## src/rtl/rst_cause_pkg.sv

```systemverilog
package rst_cause_pkg;
  localparam int unsigned FLAG_W   = 8;
  localparam int unsigned CTRL_N   = 2;
  localparam int unsigned B_POR    = 0;
  localparam int unsigned B_PIN    = 1;
  localparam int unsigned B_WDT    = 2;
  localparam int unsigned B_BOD    = 4;
  localparam int unsigned B_SYS    = 5;
  localparam int unsigned B_CPU    = 7;
  localparam int unsigned C_CHIP   = 0;
  localparam int unsigned C_CPU    = 1;
  localparam logic [FLAG_W-1:0] FLAG_MASK =
    FLAG_W'((1 << B_POR) | (1 << B_PIN) | (1 << B_WDT) |
            (1 << B_BOD) | (1 << B_SYS) | (1 << B_CPU));
  localparam logic [FLAG_W-1:0] FLAG_RST = FLAG_W'(1 << B_POR);
endpackage

```

## src/rtl/rst_flag_reg.sv

```systemverilog
module rst_flag_reg #(
  parameter int unsigned W = 8,
  parameter logic [W-1:0] MASK = '1,
  parameter logic [W-1:0] RST_VAL = '0
) (
  input  logic         clk_i,
  input  logic         rst_ni,
  input  logic [W-1:0] set_i,
  input  logic [W-1:0] clr_i,
  output logic [W-1:0] flag_o
);
  logic [W-1:0] flag_q;
  logic unused_bits;
  assign unused_bits = ^((set_i | clr_i) & ~MASK);

  for (genvar i = 0; i < W; i++) begin : g_bit
    if (MASK[i]) begin : g_live
      always_ff @(posedge clk_i or negedge rst_ni) begin
        if (!rst_ni)       flag_q[i] <= RST_VAL[i];
        else if (set_i[i]) flag_q[i] <= 1'b1;
        else if (clr_i[i]) flag_q[i] <= 1'b0;
      end

      a_r5_set_wins: assert property (@(posedge clk_i) disable iff (!rst_ni)
        set_i[i] |=> flag_q[i]);
      a_r2_w1c: assert property (@(posedge clk_i) disable iff (!rst_ni)
        (clr_i[i] && !set_i[i]) |=> !flag_q[i]);
    end else begin : g_tie
      assign flag_q[i] = 1'b0;
    end
  end

  a_r2_hold: assert property (@(posedge clk_i) disable iff (!rst_ni)
    ((set_i | clr_i) == '0) |=> $stable(flag_q));

  assign flag_o = flag_q;
endmodule

```

## src/rtl/rst_pulse_gen.sv

```systemverilog
module rst_pulse_gen #(
  parameter int unsigned CYC = 2,
  localparam int unsigned CNT_W = $clog2(CYC + 1)
) (
  input  logic clk_i,
  input  logic rst_ni,
  input  logic load_i,
  output logic pulse_o
);
  logic [CNT_W-1:0] cnt_q;

  always_ff @(posedge clk_i or negedge rst_ni) begin
    if (!rst_ni)           cnt_q <= '0;
    else if (load_i)       cnt_q <= CNT_W'(CYC);
    else if (cnt_q != '0)  cnt_q <= cnt_q - 1'b1;
  end

  assign pulse_o = (cnt_q != '0);

  a_r7_start: assert property (@(posedge clk_i) disable iff (!rst_ni)
    load_i |=> pulse_o);
  a_r7_self_clear: assert property (@(posedge clk_i) disable iff (!rst_ni)
    (!load_i && cnt_q == CNT_W'(1)) |=> !pulse_o);
endmodule

```

## src/rtl/rst_cause_ctrl.sv

```systemverilog
module rst_cause_ctrl
  import rst_cause_pkg::*;
#(
  parameter int unsigned PULSE_CYC = 2
) (
  input  logic              clk_i,
  input  logic              rst_ni,
  input  logic              pin_req_i,
  input  logic              wdt_req_i,
  input  logic              bod_req_i,
  input  logic              sys_req_i,
  input  logic              unlock_i,
  input  logic              wr_en_i,
  input  logic              reg_sel_i,
  input  logic [FLAG_W-1:0] wdata_i,
  output logic [FLAG_W-1:0] rdata_o,
  output logic              chip_rst_o,
  output logic              cpu_rst_o
);
  logic [CTRL_N-1:0] ctrl_q;
  logic [FLAG_W-1:0] set_vec, clr_vec, flags;

  for (genvar c = 0; c < CTRL_N; c++) begin : g_pulse
    rst_pulse_gen #(.CYC(PULSE_CYC)) u_pg (
      .clk_i  (clk_i),
      .rst_ni (rst_ni),
      .load_i (wr_en_i & reg_sel_i & unlock_i & wdata_i[c]),
      .pulse_o(ctrl_q[c])
    );
  end

  assign chip_rst_o = ctrl_q[C_CHIP];
  assign cpu_rst_o  = ctrl_q[C_CPU];

  always_comb begin
    set_vec        = '0;
    set_vec[B_POR] = chip_rst_o;
    set_vec[B_PIN] = pin_req_i;
    set_vec[B_WDT] = wdt_req_i;
    set_vec[B_BOD] = bod_req_i;
    set_vec[B_SYS] = sys_req_i;
    set_vec[B_CPU] = cpu_rst_o;
  end

  assign clr_vec = (wr_en_i && !reg_sel_i) ? wdata_i : '0;

  // held in the power-on domain only; the pulses above never reach rst_ni
  rst_flag_reg #(.W(FLAG_W), .MASK(FLAG_MASK), .RST_VAL(FLAG_RST)) u_flags (
    .clk_i (clk_i),
    .rst_ni(rst_ni),
    .set_i (set_vec),
    .clr_i (clr_vec),
    .flag_o(flags)
  );

  assign rdata_o = reg_sel_i ? {{(FLAG_W-CTRL_N){1'b0}}, ctrl_q} : flags;

  a_r6_locked: assert property (@(posedge clk_i) disable iff (!rst_ni)
    (wr_en_i && reg_sel_i && !unlock_i && !chip_rst_o && !cpu_rst_o)
      |=> (!chip_rst_o && !cpu_rst_o));
  a_r8_chip_flag: assert property (@(posedge clk_i) disable iff (!rst_ni)
    chip_rst_o |=> flags[B_POR]);
  a_r9_cpu_flag: assert property (@(posedge clk_i) disable iff (!rst_ni)
    cpu_rst_o |=> flags[B_CPU]);
endmodule

```

## config.mk

```make
export PLATFORM = sky130hd
export DESIGN_NAME = rst_cause_ctrl
export DESIGN_NICKNAME = d
export VERILOG_FILES = /design/src/rtl/rst_cause_pkg.sv /design/src/rtl/rst_flag_reg.sv /design/src/rtl/rst_pulse_gen.sv /design/src/rtl/rst_cause_ctrl.sv
export SDC_FILE = /design/constraint.sdc
export NUM_CORES = 1
export LEC_CHECK = 0
export BUFFER_PORTS_ARGS = -buffer_cell sky130_fd_sc_hd__buf_2
export CORE_MARGIN = 2
export CORE_UTILIZATION = 41
export CTS_BUF_LIST = sky130_fd_sc_hd__clkbuf_4
export DETAILED_ROUTE_END_ITERATION = 16
export PLACE_DENSITY_LB_ADDON = 0.15
export SYNTH_ARGS = -nofsm -noshare
export SYNTH_HDL_FRONTEND = slang
export SYNTH_SLANG_ARGS = --single-unit
```

## constraint.sdc

```tcl
create_clock -name clk_i -period 1.4 [get_ports clk_i]
set_clock_uncertainty 0.2 [all_clocks]
set_input_delay 0.28 -clock clk_i [delete_from_list [all_inputs] [get_ports clk_i]]
set_output_delay 0.28 -clock clk_i [all_outputs]
set_load 0.02 [all_outputs]
```

==> metrics.cfg <==
[run_status]
outcome=complete, but fails checks
violations=negative setup slack

[layout]
drive_gt1_frac=0.521
final_common_cell=buf_2
num_antenna_cells=0
syn_to_final_growth_pct=66.7
nets=114
layout_common_cells=buf_2 (15), dfrtp_1 (9), buf_6 (8)

[global_route]
track_usage=0.167
grt.met1_usage=0.227
grt_util_met3=0.0500
grt_max_degree=11
grt_pass1_wl_mm=1.74
antenna_found_initial=0
grt_pass1_vias=417
grt_use_met2=0.242
grt.busiest_layer=met2
grt_overflow=0

[worst_setup_path]
crit_arrival_ns=1.28
end_kind=output pin
path_max_fanout=2
startpoint_type=flip-flop
rr_worst_depth=5
critPathRequiredTime_ns=0.92
worst-setup-path-type=reg -> out

[yosys]
yosys.area.top_type=dfrtp_1
synth.area.mux_share=0.0482
synth_cell_type_count=20
synth_compound_area_frac=0.0917
synthSimpleGateAreaFrac=0.197
syn_inst=56
avgSynthCellArea_sq_um=9.74
yosys.area_share.adder=0.0459
synth_top_family_by_area=simple AND/OR/NAND/NOR gates
synth_area_leaders=dfrtp_1 (41%), nor2b_1 (9.2%), a31oi_1 (6.9%)
yosysSeqAreaShare=0.461
yosys_register_bits=10
synthXorXnorAreaFrac=0.0321
synth_top_area_frac=0.413
synth_warnings=0
netlist_area_sq_um=546

[clock_network]
clock-sinks=10
clockRootBuffer=clkbuf_4
cts_buffers=3
cts_tree=built
cts_max_path_buffers=2
clk_latency_ns=0.26
path_clk_slew_ns=0.07
h-tree-depth=1

[timing]
slew_viol_final=0
finalHoldViolCount=0
fin_hold_ws_ns=0.0223
finalCritPeriodShare=1.26
setup_violations=4
finalCriticalPeriod_ns=1.76
setup_tns_ns=-1.02
fmax_mhz=568
setup_slack_ns=-0.359
rsz0062_at_grt=yes

[placement]
hpwlAfterDp_um=830
gp_congestion=0.724
io_buffers=22

[floorplanning]
die_h_um=40.5
die_w_um=40.5
initial_core_util=0.430
pin_count=27
die-area_sq_mm=0.00164
core_area_sq_mm=0.00127
row_count=13

[route]
wl_mm=1.26
drtIter0Drc=7
drcViolationCount=0
via_per_inst=4.56
ant_nets=0
first_pass_iters=4
wire_per_inst_um=11.6
vias=497

[worst_hold_path]
hp-class=in -> reg
hold_depth=2

[power_and_ir_drop]
powerDensity_mw_per_mm2=1610
peakVddDrop_uv=887
p_leak_uw=0.000451

[run]
drv_cap=0

-- cell families (layout without fill, tap and decap cells) --
family	count (synthesis)	after routing
and+or+nand+nor	18	18
buffers and inverters	13	50
DFF	10	10
AOI/OAI and AO/OA	8	8
adders and majority gates	2	2
xor gates and xnor gates	2	2
muxes	2	2
other	1	2
-- where the power goes --
group | total (uW) | internal (uW) | switching, uW | leakage [uW]
logic | 837 | 467 | 369 | 0.000332
registers | 420 | 371 | 48.7 | 0.000104
clock network | 204 | 103 | 101 | 0.0000154
total | 1460 | 941 | 519 | 0.000451
-- layout make-up --
class	count	area [sq um]
Timing Repair Buffer	36	278
Tap cell	15	18.8
Sequential cell	10	251
Clock buffer	3	22.5
Inverter	10	42.5
Fill cell	97	359
Multi-Input combinational cell	34	293
Clock inverter	1	3.75
-- worst paths after layout --
check | slack (ns) | endpoint | start
hold reg to reg | 0.32 | u_flags.flag_o[0] | u_flags.flag_o[0]
min in group asynchronous | 0.20 | u_flags.flag_o[4] | rst_ni
setup / recovery | -0.36 | rdata_o[1] | g_pulse[1].u_pg.cnt_q[0]
hold / removal | 0.02 | u_flags.flag_o[1] | wdata_i[1]
setup reg to reg | 0.09 | g_pulse[0].u_pg.cnt_q[0] | g_pulse[0].u_pg.cnt_q[0]
max in group asynchronous | 0.54 | u_flags.flag_o[0] | rst_ni
-- metrics by stage --
step	utilization	power [uW]	setup WS, ns	instances	area (sq um)
global placement	0.570	1120	-0.0749	96	723
CTS	0.659	1430	-0.362	107	836
floorplan	-	926	-0.0194	57	583
global route	0.717	1580	-0.409	109	910
detailed placement	0.570	1140	-0.0890	96	723
finish	0.717	1460	-0.359	109	910
-- sequential cells by signal, indices dropped and copies added (netlist names) --
signal / flops
g_pulse.u_pg.cnt_q: 4
u_flags.flag_o: 6
-- critical path, stage by stage, from the launching register on --
cell	delay (ns)
dfrtp_1	0.39
inv_2	0.07
ha_4	0.14
inv_4	0.03
mux2_4	0.25
buf_6	0.13
-- synthesized netlist by cell type --
library cell  count
a31oi_1           6
and2_1            2
buf_4             2
buf_6             1
conb_1            1
dfrtp_1           9
dfstp_2           1
ha_1              2
inv_1             9
inv_2             1
mux2_2            1
mux2_4            1
nand2_1           1
nand4_1           2
nor2_1            4
nor2b_1           8
nor2b_4           1
o211ai_1          1
o21ai_1           1
xnor2_1           2
-- routing by layer --
layer / wire length [um] / share of wire / up-vias
li1: - / - / 252
met4: 0 / 0 / 0
met2: 628 / 0.50 / 17
met5: 0 / 0 / -
met1: 561 / 0.44 / 228
met3: 70 / 0.056 / 0
-- timing repair --
item                                    CTS  global route
gates cloned                              0             0
resized for setup                         6            16
buffers inserted                          1             2
endpoints found under the setup margin    5             8
hold buffers                              6             0
hold endpoints to repair                 15             0
pin swaps                                 0             1
No activity file was read; power rests on OpenSTA's default activity.
